**src/rtl/nand_rb_pkg.sv**
```systemverilog
package nand_rb_pkg;

  localparam int TYPE_W = 3;

  localparam logic [TYPE_W-1:0] CMD_WR_WAIT_A = 3'd1;
  localparam logic [TYPE_W-1:0] CMD_WR_WAIT_B = 3'd2;
  localparam logic [TYPE_W-1:0] CMD_RD_WAIT_A = 3'd3;
  localparam logic [TYPE_W-1:0] CMD_RD_WAIT_B = 3'd4;
  localparam logic [TYPE_W-1:0] CMD_RD_NOW    = 3'd5;

  // strobes from control to datapath
  typedef struct packed {
    logic latchCfg;
    logic loadGuard;
    logic decGuard;
    logic clearFilter;
    logic sampleRb;
    logic loadWait;
    logic decWait;
    logic capture;
  } seqStrobe_t;

  // status from datapath to control
  typedef struct packed {
    logic guardZero;
    logic waitZero;
    logic bytesZero;
    logic rbReady;
  } seqStatus_t;

  function automatic logic typeWatched(input logic [TYPE_W-1:0] t);
    return (t == CMD_WR_WAIT_A) || (t == CMD_WR_WAIT_B) ||
           (t == CMD_RD_WAIT_A) || (t == CMD_RD_WAIT_B);
  endfunction

  function automatic logic typeReadAfterWait(input logic [TYPE_W-1:0] t);
    return (t == CMD_RD_WAIT_A) || (t == CMD_RD_WAIT_B);
  endfunction

endpackage

```
**src/rtl/nand_rb_datapath.sv**
```systemverilog
module nand_rb_datapath
  import nand_rb_pkg::*;
#(
  parameter int SCY_W  = 4,
  parameter int LEN_W  = 8,
  parameter int DATA_W = 8
) (
  input  logic              clk,
  input  logic              rst,
  input  seqStrobe_t        strb,
  input  logic              relaxTiming,
  input  logic [SCY_W-1:0]  cycField,
  input  logic [LEN_W-1:0]  readLen,
  input  logic              rbPin,
  input  logic [DATA_W-1:0] dataIn,
  output seqStatus_t        stat,
  output logic [DATA_W-1:0] dataOut,
  output logic              dataValid
);

  localparam int MAX_CYC   = (1 << SCY_W) - 1;
  localparam int MAX_GUARD = 16 * (2 + MAX_CYC);
  localparam int GUARD_W   = $clog2(MAX_GUARD + 1);

  logic [GUARD_W-1:0] guardCnt;
  logic [GUARD_W-1:0] guardBase;
  logic [GUARD_W-1:0] guardLoad;
  logic [SCY_W-1:0]   waitCnt;
  logic [SCY_W-1:0]   cycHeld;
  logic [SCY_W-1:0]   cycSel;
  logic [LEN_W-1:0]   byteCnt;
  logic               rbPrev;

  // guard length minus one, from the live inputs at acceptance
  always_comb begin
    guardBase = GUARD_W'(cycField) + GUARD_W'(2);
    if (relaxTiming) begin
      guardLoad = (guardBase << 4) - GUARD_W'(1);
    end else begin
      guardLoad = (guardBase << 3) - GUARD_W'(1);
    end
  end

  // at acceptance the register is not yet written, so take the input
  assign cycSel = strb.latchCfg ? cycField : cycHeld;

  always_ff @(posedge clk) begin
    if (rst) begin
      cycHeld <= '0;
    end else if (strb.latchCfg) begin
      cycHeld <= cycField;
    end
  end

  always_ff @(posedge clk) begin
    if (rst) begin
      guardCnt <= '0;
    end else if (strb.loadGuard) begin
      guardCnt <= guardLoad;
    end else if (strb.decGuard) begin
      guardCnt <= guardCnt - GUARD_W'(1);
    end
  end

  always_ff @(posedge clk) begin
    if (rst) begin
      waitCnt <= '0;
    end else if (strb.loadWait) begin
      waitCnt <= cycSel;
    end else if (strb.decWait) begin
      waitCnt <= waitCnt - SCY_W'(1);
    end
  end

  always_ff @(posedge clk) begin
    if (rst) begin
      byteCnt <= '0;
    end else if (strb.latchCfg) begin
      byteCnt <= readLen;
    end else if (strb.capture) begin
      byteCnt <= byteCnt - LEN_W'(1);
    end
  end

  // two-sample ready filter
  always_ff @(posedge clk) begin
    if (rst) begin
      rbPrev <= 1'b0;
    end else if (strb.clearFilter) begin
      rbPrev <= 1'b0;
    end else if (strb.sampleRb) begin
      rbPrev <= rbPin;
    end
  end

  always_ff @(posedge clk) begin
    if (rst) begin
      dataOut   <= '0;
      dataValid <= 1'b0;
    end else begin
      dataValid <= strb.capture;
      if (strb.capture) begin
        dataOut <= dataIn;
      end
    end
  end

  always_comb begin
    stat.guardZero = (guardCnt == '0);
    stat.waitZero  = (waitCnt == '0);
    stat.bytesZero = (byteCnt == '0);
    stat.rbReady   = rbPrev & rbPin;
  end

endmodule

```
**src/rtl/nand_rb_ctrl.sv**
```systemverilog
module nand_rb_ctrl
  import nand_rb_pkg::*;
(
  input  logic              clk,
  input  logic              rst,
  input  logic              cmdValid,
  input  logic [TYPE_W-1:0] cmdType,
  input  logic              lenNonZero,
  input  seqStatus_t        stat,
  output seqStrobe_t        strb,
  output logic              busy,
  output logic              done,
  output logic              readEnN
);

  typedef enum logic [2:0] {
    S_IDLE,
    S_GUARD,
    S_RBWAIT,
    S_RDLOW,
    S_RDGAP
  } seqState_t;

  seqState_t state, stateNext;
  logic      wantRead, wantReadNext;
  logic      doneNext;

  always_comb begin
    stateNext    = state;
    wantReadNext = wantRead;
    doneNext     = 1'b0;
    strb         = '0;
    unique case (state)
      S_IDLE: begin
        if (cmdValid) begin
          strb.latchCfg = 1'b1;
          wantReadNext  = typeReadAfterWait(cmdType) && lenNonZero;
          if (typeWatched(cmdType)) begin
            strb.loadGuard = 1'b1;
            stateNext      = S_GUARD;
          end else if ((cmdType == CMD_RD_NOW) && lenNonZero) begin
            strb.loadWait = 1'b1;
            stateNext     = S_RDLOW;
          end else begin
            doneNext = 1'b1;
          end
        end
      end
      S_GUARD: begin
        if (stat.guardZero) begin
          strb.clearFilter = 1'b1;
          stateNext        = S_RBWAIT;
        end else begin
          strb.decGuard = 1'b1;
        end
      end
      S_RBWAIT: begin
        strb.sampleRb = 1'b1;
        if (stat.rbReady) begin
          if (wantRead) begin
            strb.loadWait = 1'b1;
            stateNext     = S_RDLOW;
          end else begin
            doneNext  = 1'b1;
            stateNext = S_IDLE;
          end
        end
      end
      S_RDLOW: begin
        if (stat.waitZero) begin
          strb.capture = 1'b1;
          stateNext    = S_RDGAP;
        end else begin
          strb.decWait = 1'b1;
        end
      end
      S_RDGAP: begin
        if (stat.bytesZero) begin
          doneNext  = 1'b1;
          stateNext = S_IDLE;
        end else begin
          strb.loadWait = 1'b1;
          stateNext     = S_RDLOW;
        end
      end
      default: stateNext = S_IDLE;
    endcase
  end

  always_ff @(posedge clk) begin
    if (rst) begin
      state    <= S_IDLE;
      wantRead <= 1'b0;
      done     <= 1'b0;
    end else begin
      state    <= stateNext;
      wantRead <= wantReadNext;
      done     <= doneNext;
    end
  end

  assign busy    = (state != S_IDLE);
  assign readEnN = (state != S_RDLOW);

endmodule

```
**src/rtl/nand_rb_sequencer.sv**
```systemverilog
module nand_rb_sequencer
  import nand_rb_pkg::*;
#(
  parameter int SCY_W  = 4,
  parameter int LEN_W  = 8,
  parameter int DATA_W = 8
) (
  input  logic              clk,
  input  logic              rst,
  input  logic              cmdValid,
  input  logic [2:0]        cmdType,
  input  logic              relaxTiming,
  input  logic [SCY_W-1:0]  cycField,
  input  logic [LEN_W-1:0]  readLen,
  input  logic              rbPin,
  input  logic [DATA_W-1:0] dataIn,
  output logic              readEnN,
  output logic [DATA_W-1:0] dataOut,
  output logic              dataValid,
  output logic              busy,
  output logic              done
);

  seqStrobe_t strb;
  seqStatus_t stat;

  nand_rb_ctrl i_ctrl (
    .clk        (clk),
    .rst        (rst),
    .cmdValid   (cmdValid),
    .cmdType    (cmdType),
    .lenNonZero (|readLen),
    .stat       (stat),
    .strb       (strb),
    .busy       (busy),
    .done       (done),
    .readEnN    (readEnN)
  );

  nand_rb_datapath #(
    .SCY_W  (SCY_W),
    .LEN_W  (LEN_W),
    .DATA_W (DATA_W)
  ) i_datapath (
    .clk         (clk),
    .rst         (rst),
    .strb        (strb),
    .relaxTiming (relaxTiming),
    .cycField    (cycField),
    .readLen     (readLen),
    .rbPin       (rbPin),
    .dataIn      (dataIn),
    .stat        (stat),
    .dataOut     (dataOut),
    .dataValid   (dataValid)
  );

endmodule

```
**config.mk**
```make
export PLATFORM = sky130hd
export DESIGN_NAME = nand_rb_sequencer
export DESIGN_NICKNAME = d
export VERILOG_FILES = /design/src/rtl/nand_rb_pkg.sv /design/src/rtl/nand_rb_datapath.sv /design/src/rtl/nand_rb_ctrl.sv /design/src/rtl/nand_rb_sequencer.sv
export SDC_FILE = /design/constraint.sdc
export NUM_CORES = 1
export LEC_CHECK = 0
export BUFFER_PORTS_ARGS = -buffer_cell sky130_fd_sc_hd__buf_2
export CORE_MARGIN = 2
export CORE_UTILIZATION = 45
export CTS_BUF_LIST = sky130_fd_sc_hd__clkbuf_16
export CTS_CLUSTER_DIAMETER = 200
export DETAILED_ROUTE_END_ITERATION = 8
export GPL_ROUTABILITY_DRIVEN = 0
export PLACE_DENSITY = 0.66
export SKIP_CTS_REPAIR_TIMING = 1
export SLEW_MARGIN = 15
export SYNTH_ARGS = -nofsm -noshare
export SYNTH_HDL_FRONTEND = slang
export SYNTH_SLANG_ARGS = --single-unit
```
**constraint.sdc**
```tcl
create_clock -name clk -period 2.9 [get_ports clk]
set_clock_uncertainty 0.1 [all_clocks]
set_input_delay 0.145 -clock clk [delete_from_list [all_inputs] [get_ports clk]]
set_output_delay 0.145 -clock clk [all_outputs]
set_load 0.02 [all_outputs]
```
After elaboration in Yosys (flattened, before gate mapping)
Cells that the tools add are included.
{"block": "totals", "regBits": 40, "out_inout_bits": 12, "word_cells": 91}
{"block": "op_classes", "n_reduce_logical": 18, "n_addsub": 6, "mux": 41, "n_eq_ne": 15, "bitwise": 1}
{"cell": "$mux 9", "count": 3}
{"cell": "$sub 9x1->9 const B", "count": 3}
{"cell": "$mux 1", "count": 18}
{"cell": "$mux 3", "count": 6}
{"cell": "$mux 8", "count": 2}
{"cell": "$pmux 3 s5", "count": 1}
{"cell": "$eq 3x2->1 const B", "count": 4}
{"cell": "$mux 2", "count": 6}
{"cell": "$mux 4", "count": 3}
{"cell": "$eq 3x3->1 const B", "count": 3}
{"cell": "$logic_not 9->1", "count": 1}
{"cell": "$logic_not 8->1", "count": 1}
{"cell": "$reduce_or 8->1", "count": 1}
{"cell": "$sub 8x1->8 const B", "count": 1}
{"cell": "$eq 3x1->1 const B", "count": 2}
{"cell": "$ne 2x1->1 const B", "count": 3}
{"cell": "$pmux 1 s3", "count": 2}
{"cell": "$reduce_bool 2->1", "count": 3}
{"cell": "$add 4x2->5 const B", "count": 1}
{"cell": "$reduce_and 5->1", "count": 1}
{"cell": "$logic_not 4->1", "count": 1}
{"cell": "$logic_or 1x1->1", "count": 4}
{"cell": "$sub 4x1->4 const B", "count": 1}
{"cell": "$logic_not 3->1", "count": 1}
{"cell": "other kinds (8)", "count": 9}

Depth between registers and ports, before layout
Gate-level depths: netlist of run 1.
{"block": "logic_depth", "word_depth": 9, "depth_mapped": 7, "ltp_nobuf": 6}

By module
From an unflattened synthesis of run 1, not the netlist that was laid out.
{"block": "hier_totals", "hier_cells": 261, "area_unflattened_um2": 2215.9}
{"mod": "nand_rb_datapath", "seq_area_each_um2": 700.7, "cells_per_inst": 198, "area_each_um2": 1759.2, "instances": 1}
{"mod": "nand_rb_ctrl", "seq_area_each_um2": 100.1, "cells_per_inst": 60, "area_each_um2": 440.4, "instances": 1}
{"mod": "nand_rb_sequencer", "seq_area_each_um2": 0.0, "cells_per_inst": 3, "area_each_um2": 16.3, "instances": 1}

Worst setup path before layout of run 1
OpenSTA, ideal clock, no wires.
{"block": "synth_timing", "path_kind": "reg-to-reg", "start": "register i_datapath.byteCnt[0]", "end": "register i_datapath.waitCnt[0]", "stages_incl_launch_ff": 7, "t_required_ns": 2.679, "setup_slack_ns": 0.974, "path_buffers": 0, "setup_ns": 0.121, "arrival_ns": 1.706, "cell_sequence": "dfxtp_1 inv_1 ha_1 nor3b_1 a2111oi_1 nor3_2 mux2_2"}
{"block": "synth_between", "elab_chain_len": 4, "elab_cells_between_ends": 5, "classes_between": "mux: 3; reduce/logical: 2"}
{"element": "start: declaration", "line_no": "nand_rb_datapath.sv:31", "text": "logic [LEN_W-1:0] byteCnt;"}
{"element": "start signal: assignment", "line_no": "nand_rb_datapath.sv:79", "text": "byteCnt <= readLen;"}
{"element": "start signal: assignment", "line_no": "nand_rb_datapath.sv:81", "text": "byteCnt <= byteCnt - LEN_W'(1);"}
{"element": "$logic_not 8->1 *", "line_no": "nand_rb_datapath.sv:111", "text": "stat.bytesZero = (byteCnt == '0);"}
{"element": "$mux 1 *", "line_no": "nand_rb_ctrl.sv:78", "text": "if (stat.bytesZero) begin"}
{"element": "$pmux 1 s3 *", "line_no": "nand_rb_ctrl.sv:33", "text": "unique case (state)"}
{"element": "$mux 4 or $reduce_bool 2->1 (tied branches)"}
{"element": "end signal: assignment", "line_no": "nand_rb_datapath.sv:69", "text": "waitCnt <= cycSel;"}
{"element": "end signal: assignment", "line_no": "nand_rb_datapath.sv:71", "text": "waitCnt <= waitCnt - SCY_W'(1);"}
{"element": "end: declaration", "line_no": "nand_rb_datapath.sv:28", "text": "logic [SCY_W-1:0] waitCnt;"}
Mark *: on every way between the ends. The rest lies on a longest branch, timed or not.
A chain may end at the register's enable or synchronous reset.

Worst setup path after layout of run 1
{"block": "layout_timing", "start": "register i_ctrl.state[1]", "end": "register i_datapath.waitCnt[0]"}
{"block": "layout_between", "elab_chain_len": 4, "elab_cells_between_ends": 10, "classes_between": "eq/ne: 3; mux: 5; reduce/logical: 2"}
{"element": "start: declaration", "line_no": "nand_rb_ctrl.sv:24", "text": "seqState_t state, stateNext;"}
{"element": "start signal: assignment", "line_no": "nand_rb_ctrl.sv:96", "text": "state <= stateNext;"}
{"element": "$logic_not 3->1", "line_no": "nand_rb_ctrl.sv:33"}
{"element": "$mux 2", "line_no": "nand_rb_ctrl.sv:33"}
{"element": "$mux 4"}
{"element": "$mux 4", "line_no": "nand_rb_datapath.sv:68", "text": "end else if (strb.loadWait) begin"}
Parallel ways exist; a longest one is shown, timed or not.

==> results of run 1 <==
==> area by class of cell <==
class	count	area [um^2]	area share
Timing Repair Buffer	43	228	0.0829
Multi-Input combinational cell	213	1400	0.511
Clock buffer	5	125	0.0456
Clock inverter	3	46.3	0.0169
Inverter	14	55.1	0.0200
Sequential cell	40	801	0.292
Tap cell	70	87.6	0.0319
==> cell families after synthesis <==
family          after synthesis  share of synthesized area
simple gates                110                      0.264
mux                           7                     0.0316
buf+inv                      29                     0.0578
flops                        40                      0.342
fa+ha+maj                     7                     0.0374
compound gates               83                      0.245
xor+xnor                      6                     0.0225
==> critical path, cell delays in order, from the launching register on <==
cell,delay [ps]
dfxtp_1,420
or4b_1,820
a211oi_2,330
nor3_2,130
mux2_2,310
==> layer usage <==
| layer | part of all wire | routed length, um | global-route usage | vias to the layer above |
|---|---|---|---|---|
| li1 | - | - | - | 1130 |
| met1 | 0.52 | 2920 | 0.293 | 999 |
| met2 | 0.42 | 2380 | 0.310 | 50 |
| met3 | 0.043 | 240 | 0.0355 | 5 |
| met4 | 0.011 | 62 | 0.0545 | 0 |
| met5 | 0 | 0 | 0 | - |
==> where the power goes <==
group	internal [uW]	switching (uW)	total, uW
clock network	409	232	640
registers	600	53.2	653
logic	170	243	413
total	1180	527	1710
==> stage by stage <==
stage,worst slack (ps),area (um^2),utilization
6_report,664,2750,0.541
5_1_grt,490,2750,0.541
4_1_cts,694,2740,0.539
3_5_place_dp,692,2560,0.505
3_3_place_gp,753,2560,0.505
2_1_floorplan,974,2340,-
==> path summary, 6_finish.rpt <==
path                         startpoint                     to  slack [ps]  cells after the start
setup / recovery        i_ctrl.state[1]  i_datapath.waitCnt[0]         660                      4
hold / removal                dataIn[4]  i_datapath.dataOut[4]          -5                      3
setup reg to reg        i_ctrl.state[1]  i_datapath.waitCnt[0]         660                      4
hold reg to reg   i_datapath.dataOut[1]  i_datapath.dataOut[1]         350                      2
==> state kept, by name, indices dropped and copies added (netlist names) <==
| name | count |
|---|---|
| i_datapath.dataOut | 8 |
| i_ctrl.done | 1 |
| i_datapath.waitCnt | 4 |
| i_ctrl.wantRead | 1 |
| i_datapath.dataValid | 1 |
| i_datapath.byteCnt | 8 |
| i_datapath.cycHeld | 4 |
| i_datapath.guardCnt | 9 |
| i_datapath.rbPrev | 1 |
| i_ctrl.state | 3 |
==> synth_stat cells (all sizes together) (4+ instances only) <==
master and n:
dfxtp 40, nand2 38, a21oi 27, inv 14
nor2 13, clkbuf 10, nand3 10, o21ai 10
a211oi 9, ha 7, a31oi 6, nor3 6
nor4 6, or3 6, buf 5, nand2b 5
xnor2 5, a2111oi 4, a311oi 4, mux2i 4
==> cell usage in the layout (no fill, tap or decap), types with 2 or more instances in the layout <==
| master | n |
|---|---|
| nand4b_1 | 2 |
| o41ai_1 | 2 |
| a32oi_1 | 2 |
| ha_1 | 7 |
| inv_1 | 13 |
| mux2_2 | 3 |
| nor3_1 | 5 |
| a2bb2oi_1 | 2 |
| nand3_1 | 10 |
| a21oi_1 | 26 |
| a311oi_1 | 4 |
| and3_1 | 2 |
| dfxtp_1 | 40 |
| nor4b_2 | 2 |
| nand2_1 | 38 |
| a2111oi_1 | 2 |
| or4_1 | 2 |
| a31oi_1 | 6 |
| o21ai_0 | 10 |
| buf_4 | 3 |
| o311ai_0 | 2 |
| o22ai_1 | 2 |
| nor2_1 | 12 |
| nor3b_1 | 2 |
| a211oi_1 | 8 |
| or2_2 | 2 |
| xnor2_1 | 5 |
| mux2i_1 | 4 |
| nor4_1 | 5 |
| nand2b_1 | 5 |
| o31a_1 | 2 |
| or3_1 | 6 |
| nand3b_1 | 3 |
| buf_2 | 39 |
| nand4_1 | 2 |
| clkbuf_16 | 5 |
==> flow_summary.yaml, run 1 <==
worst_setup_path:
  worstSetupStartpointType: "flop"
  cp-end-kind: "flop"
  critPathArrivalTime_ps: 2310
  crit_fanout: 14
  crit_required_ps: 2970
  worstSetupPathType: "flop to flop"
detailed_routing:
  drc_errors: 0
  drt_pass1_iterations: 4
  viasPerCell: 5.63
  drt_iter0_markers: 165
  antenna_left: 0
  routedWlPerCell_um: 14.4
  num_vias: 2184
  drt_wl_total_um: 5600
flow_run:
  drv_cap: 0
synth:
  synth_top_area_share: 0.342
  yosysWarningCount: 0
  ys.flop_type: "dfxtp_1"
  synth_edf_count: 0
  synth-seq-cells: 40
  yosysSeqAreaShare: 0.342
  synth_cell_types: 66
  ys_async_sr_fraction: 0
  syn-num-nets: 317
  synthCells: 282
  syn-cell-area_um2: 2340
  synth_area_leaders: "dfxtp_1 34%, nand2_1 6.1%, a21oi_1 5.6%"
  synth.avg_cell_area_um2: 8.30
  synth_top_cell_by_area: "dfxtp_1"
place:
  hpwl_um: 4090
  port_buffers: 39
  dp_cells: 379
clock_network:
  clock_path_buffers: 2
  htree_levels: 2
  cts_buffers: 5
  cts_tree: "built"
  clk_pin_slew_ps: 60
  ctsRootBufferMaster: "clkbuf_16"
  cts_sinks: 40
  clock_latency_ps: 280
power:
  leakagePower_uw: 0.00104
  ir_worst_vdd_v: 0.000435
  power_uw: 1710
  p_per_area_nw_per_um2: 621
cells_and_area:
  fin_nets: 352
  drive_gt1_frac: 0.214
  fin_cells: 388
  n_fill_cell: 505
  area.growth.synth_to_final_pct: 17.4
  antenna_cells: 0
die:
  die_h_um: 76.1
  start_util: 0.461
  dieArea_um2: 5790
  die_w_um: 76.1
  core_um2: 5070
  io_pins: 40
  num_rows: 26
sta:
  hold_ws_ps: -5.07
  slew_headroom: 0.536
  fmax_ghz: 0.447
  slew_viol_final: 0
  timing.final.crit_share: 0.771
  setup_tns_ps: 0
  min_period_ps: 2240
  worst_slew_pin_slew_ps: 694
  setup_viol: 0
  rsz0062_at_grt: "no"
  finalHoldViolCount: 5
grt:
  grt_pass1_wl_um: 9600
  grt_max_degree: 25
  grt_pass1_vias: 1980
  antenna_found_initial: 0
  grt.overflow.total: 0
  grt_usage: 0.202
worst_hold_path:
  hp-class: "input port to flop"
run_status:
  violations: "hold timing"
  outcome: "complete, but fails checks"
(Power assumes the default switching activity.)
==> run 2: changes to the inputs <==
==> constraint.sdc (replaced) <==
create_clock -name clk -period 2.2 [get_ports clk]
set_clock_uncertainty 0.1 [all_clocks]
set_input_delay 0.11 -clock clk [delete_from_list [all_inputs] [get_ports clk]]
set_output_delay 0.11 -clock clk [all_outputs]
set_load 0.02 [all_outputs]
==> run 2 against run 1 <==
Critical path type unchanged; register-to-register slack got worse by 520 ps; first-iteration DRC count increased by 6.1%; critical endpoint is now i_datapath.guardCnt[6]; sequential power increased by 32%; the run still ends with hold timing left; largest cell class unchanged; core utilization increased by 2.6 points; critical path depth increased by 2; routed wire length increased by 5.7%; count of clock-buffer cells in the layout unchanged; final area increased by 4.9%.
==> flow_summary.yaml, run 2 (synthesized netlist as in run 1, its figures left out) <==
clock_network:
  ctsRootBufferMaster: "clkbuf_16"
  clock_path_buffers: 2
  cts_tree: "built"
  htree_levels: 2
  cts_sinks: 40
  cts_buffers: 5
  clk_pin_slew_ps: 60
  clock_latency_ps: 290
worst_hold_path:
  min_from: "dataIn[6]"
  hp-class: "input port to flop"
place:
  hpwl_um: 4270
  port_buffers: 39
  dp_cells: 386
  dpl-instance-area_um2: 2620
worst_setup_path:
  worstSetupStartpointType: "flop"
  critPathArrivalTime_ps: 2110
  cp-end-kind: "flop"
  worstSetupPathType: "flop to flop"
  startpoint: "i_datapath.guardCnt[0]"
  crit_fanout: 7
  crit_required_ps: 2250
  r2r-start: "i_datapath.guardCnt[0]"
cells_and_area:
  final_common_cell: "dfxtp_1"
  area.growth.synth_to_final_pct: 23.1
  drive_gt1_frac: 0.225
  post-route-cell-area_um2: 2880
  top_regs: "i_datapath.guardCnt (9), i_datapath.byteCnt (8), i_datapath.dataOut (8)"
  n_fill_cell: 476
  largest_reg_flops: 9
  layout_common_cells: "40 x dfxtp_1, 39 x buf_2, 38 x nand2_1"
  antenna_cells: 0
  top_register: "i_datapath.guardCnt"
  fin_cells: 403
  fin_nets: 367
  fin_util: 0.568
detailed_routing:
  routedWlPerCell_um: 14.7
  antenna_left: 0
  num_vias: 2298
  drt_pass1_iterations: 4
  drc_errors: 0
  drt_wl_total_um: 5920
  drt_iter0_markers: 175
  viasPerCell: 5.70
sta:
  finalHoldViolCount: 1
  slew_viol_final: 0
  slew_headroom: 0.541
  fmax_ghz: 0.486
  rsz0062_at_grt: "no"
  min_period_ps: 2060
  setup_tns_ps: 0
  hold_ws_ps: -1.51
  timing.final.crit_share: 0.936
  setup_viol: 0
  worst_slew_pin_slew_ps: 682
die:
  start_util: 0.461
  die_w_um: 76.1
  io_pins: 40
  dieArea_um2: 5790
  core_um2: 5070
  die_h_um: 76.1
  num_rows: 26
grt:
  grt_pass1_vias: 1933
  grt.overflow.total: 0
  grt_pass1_wl_um: 9420
  grt_usage: 0.202
  antenna_found_initial: 0
  grt_max_degree: 22
power:
  leakagePower_uw: 0.00112
  ir_worst_vdd_v: 0.000416
  p_per_area_nw_per_um2: 792
flow_run:
  drv_cap: 0
run_status:
  violations: "hold timing"
  outcome: "complete, but fails checks"
[run 2: cell count changes in the layout (fill, tap and decap cells not counted)]
cell	delta
clkinvlp_4	-1
dlygate4sd3_1	+8
inv_6	-1
clkinv_4	+2
buf_4	+7
[run 2: final cells by class]
| class | count | area, um^2 | share of cell area |
|---|---|---|---|
| Clock buffer | 5 | 125 | 0.0434 |
| Clock inverter | 3 | 47.5 | 0.0165 |
| Inverter | 14 | 55.1 | 0.0191 |
| Sequential cell | 40 | 801 | 0.278 |
| Timing Repair Buffer | 58 | 360 | 0.125 |
| Tap cell | 70 | 87.6 | 0.0304 |
| Multi-Input combinational cell | 213 | 1400 | 0.487 |
[run 2: stage by stage]
stage	hold slack, ps	total power, uW	setup slack [ps]
finish	-1.51	2280	141
global route	25.1	2400	0.723
CTS	-48.0	2280	140
detailed placement	259	1430	164
global placement	251	1430	222
floorplan	146	1280	274
[run 2: path summary, 6_finish.rpt]
path	endpoint	slack, ps	depth (start not counted)
max	i_datapath.guardCnt[6]	140	6
min	i_datapath.dataOut[6]	-2	3
max reg2reg	i_datapath.guardCnt[6]	140	6
min reg2reg	i_datapath.dataOut[0]	350	2
[run 2: routing by layer]
layer,global-route usage,part of all wire
met3,0.0379,0.060
met5,0,0
met2,0.283,0.43
met1,0.309,0.50
met4,0.0655,0.013
[run 2: report_power, final]
| part | switching, uW | total [uW] | internal (uW) | leakage, uW |
|---|---|---|---|---|
| sequential | 69.5 | 861 | 791 | 0.000327 |
| clock | 302 | 841 | 539 | 0.0000840 |
| combinational | 330 | 581 | 251 | 0.000706 |
| total | 701 | 2280 | 1580 | 0.00112 |
[run 2: worst max-delay path: stages (launching register included)]
cell,delay [ps]
dfxtp_1,330
inv_1,60
ha_1,270
or4b_2,670
o31a_1,270
nor3_1,160
nor3_1,60
==> run 3: changes to the inputs <==
--- a/config.mk
+++ b/config.mk
@@ -7,12 +7,13 @@
 export LEC_CHECK = 0
 export BUFFER_PORTS_ARGS = -buffer_cell sky130_fd_sc_hd__buf_2
 export CORE_MARGIN = 2
-export CORE_UTILIZATION = 45
-export CTS_BUF_LIST = sky130_fd_sc_hd__clkbuf_16
+export CORE_UTILIZATION = 55
+export CTS_BUF_LIST = sky130_fd_sc_hd__clkbuf_4 sky130_fd_sc_hd__clkbuf_8
 export CTS_CLUSTER_DIAMETER = 200
 export DETAILED_ROUTE_END_ITERATION = 8
 export GPL_ROUTABILITY_DRIVEN = 0
-export PLACE_DENSITY = 0.66
+export PLACE_DENSITY = 0.78
+export SETUP_SLACK_MARGIN = 0.02
 export SKIP_CTS_REPAIR_TIMING = 1
 export SLEW_MARGIN = 15
 export SYNTH_ARGS = -nofsm -noshare
==> run 3 against run 2 <==
The run now ends clean; critical path depth fell by 2; fmax increased by 0.41%; final cell count is 4.2% lower; global-route usage grew 2.8 points; final area down 1.4%.
==> flow_summary.yaml, run 3 (synthesized netlist as in run 1, its figures left out) <==
clock_network:
  cts_buffers: 5
  clock_latency_ps: 300
  clock_path_buffers: 2
  htree_levels: 2
  clk_pin_slew_ps: 80
  ctsRootBufferMaster: "clkbuf_8"
  cts_sinks: 40
  cts_tree: "built"
die:
  core_um2: 4060
  io_pins: 40
  num_rows: 23
  die_h_um: 69.2
  start_util: 0.577
  die_w_um: 69.2
  dieArea_um2: 4790
cells_and_area:
  top_register: "i_datapath.guardCnt"
  post-route-cell-area_um2: 2840
  antenna_cells: 0
  area.growth.synth_to_final_pct: 21.4
  fin_nets: 370
  layout_common_cells: "40 x dfxtp_1, 39 x buf_2, 38 x nand2_1"
  drive_gt1_frac: 0.226
  fin_util: 0.700
  largest_reg_flops: 9
  top_regs: "i_datapath.guardCnt (9), i_datapath.byteCnt (8), i_datapath.dataOut (8)"
  final_common_cell: "dfxtp_1"
worst_hold_path:
  min_from: "readLen[1]"
  hp-class: "input port to flop"
  min_to: "i_datapath.byteCnt[1]"
  worstHoldPathCells: 3
detailed_routing:
  drt_iter0_markers: 164
  antenna_left: 0
  num_vias: 2242
  drt_wl_total_um: 5430
  drt_pass1_iterations: 4
  routedWlPerCell_um: 14.1
  viasPerCell: 5.81
  drc_errors: 0
grt:
  grt.overflow.total: 0
  grt_pass1_vias: 2073
  grt_max_degree: 21
  antenna_found_initial: 0
  grt_usage: 0.229
  grt_pass1_wl_um: 9140
sta:
  setup_tns_ps: 0
  slew_headroom: 0.679
  finalHoldViolCount: 0
  timing.final.crit_share: 0.932
  fmax_ghz: 0.488
  setup_viol: 0
  slew_viol_final: 0
  worst_slew_pin_slew_ps: 480
  min_period_ps: 2050
  rsz0062_at_grt: "yes"
place:
  hpwl_um: 3910
  dpl-instance-area_um2: 2600
  port_buffers: 39
power:
  clkPwrFrac: 0.299
  p_switching_uw: 667
  seqPwrFrac: 0.417
  p_int_uw: 1390
  swShare: 0.324
  leakagePower_uw: 0.00111
  combinationalPowerShare: 0.284
  ir_worst_vdd_v: 0.000368
  p_per_area_nw_per_um2: 725
worst_setup_path:
  critPathArrivalTime_ps: 2150
  worstSetupPathType: "flop to flop"
  cp-end-kind: "flop"
  worstSetupStartpointType: "flop"
  worstRegToRegCells: 4
  crit_required_ps: 2300
  r2r_slack_ps: 150
  r2r-start: "i_ctrl.state[2]"
  r2r-end: "i_datapath.waitCnt[1]"
  crit_fanout: 11
flow_run:
  drv_cap: 0
run_status:
  outcome: "completed"
-- run 3: critical path, cell delays in order, from the launching register on --
cell      delay [ps]
dfxtp_1          410
or4b_1           710
a211oi_2         340
nor3_4           110
mux2_2           290
-- run 3: final cells by class --
cell class	count	area, um^2
clock buffers	5	68.8
clock inverters	3	47.5
fillers	339	1220
inverters	14	55.1
multi-input cells	213	1420
flip-flops and latches	40	801
well taps	50	62.6
repair buffers	61	388
-- run 3: power by group through the flow --
stage | Clock [uW] | Combinational [uW] | Sequential [uW]
after CTS | 624 | 561 | 858
after floorplan | 0 | 421 | 856
after global routing | 657 | 649 | 872
final | 616 | 584 | 859
after global placement | 0 | 553 | 871
after detailed placement | 0 | 557 | 875
-- run 3: worst max path at each step --
stage                            from                     end  slack (ps)  cells after the start
2_1_floorplan   i_datapath.byteCnt[0]   i_datapath.waitCnt[0]         270                      6
3_3_place_gp   i_datapath.guardCnt[0]  i_datapath.guardCnt[6]         250                      6
3_5_place_dp          i_ctrl.state[0]         i_ctrl.state[0]         180                      4
4_1_cts         i_datapath.byteCnt[0]   i_datapath.waitCnt[1]         110                      7
5_1_grt         i_datapath.byteCnt[0]         i_ctrl.state[0]           6                      7
6_report              i_ctrl.state[2]   i_datapath.waitCnt[1]         150                      4
-- run 3: per-layer routing --
| layer | vias up | part of all wire | GRT usage | wire (um) |
|---|---|---|---|---|
| met5 | - | 0 | 0 | 0 |
| met4 | 0 | 0.016 | 0.0959 | 85 |
| met3 | 10 | 0.050 | 0.0581 | 269 |
| met2 | 48 | 0.45 | 0.355 | 2470 |
| met1 | 1020 | 0.48 | 0.304 | 2610 |
| li1 | 1164 | - | - | - |
-- run 3: stage by stage --
stage               total power (uW)  hold slack (ps)  cells  setup WS [ps]
CTS                             2040            -66.2    375            114
global route                    2180             12.3    386           5.71
finish                          2060            0.372    386            149
global placement                1420              251    367            248
detailed placement              1430              258    367            180
floorplan                       1280              146    282            274
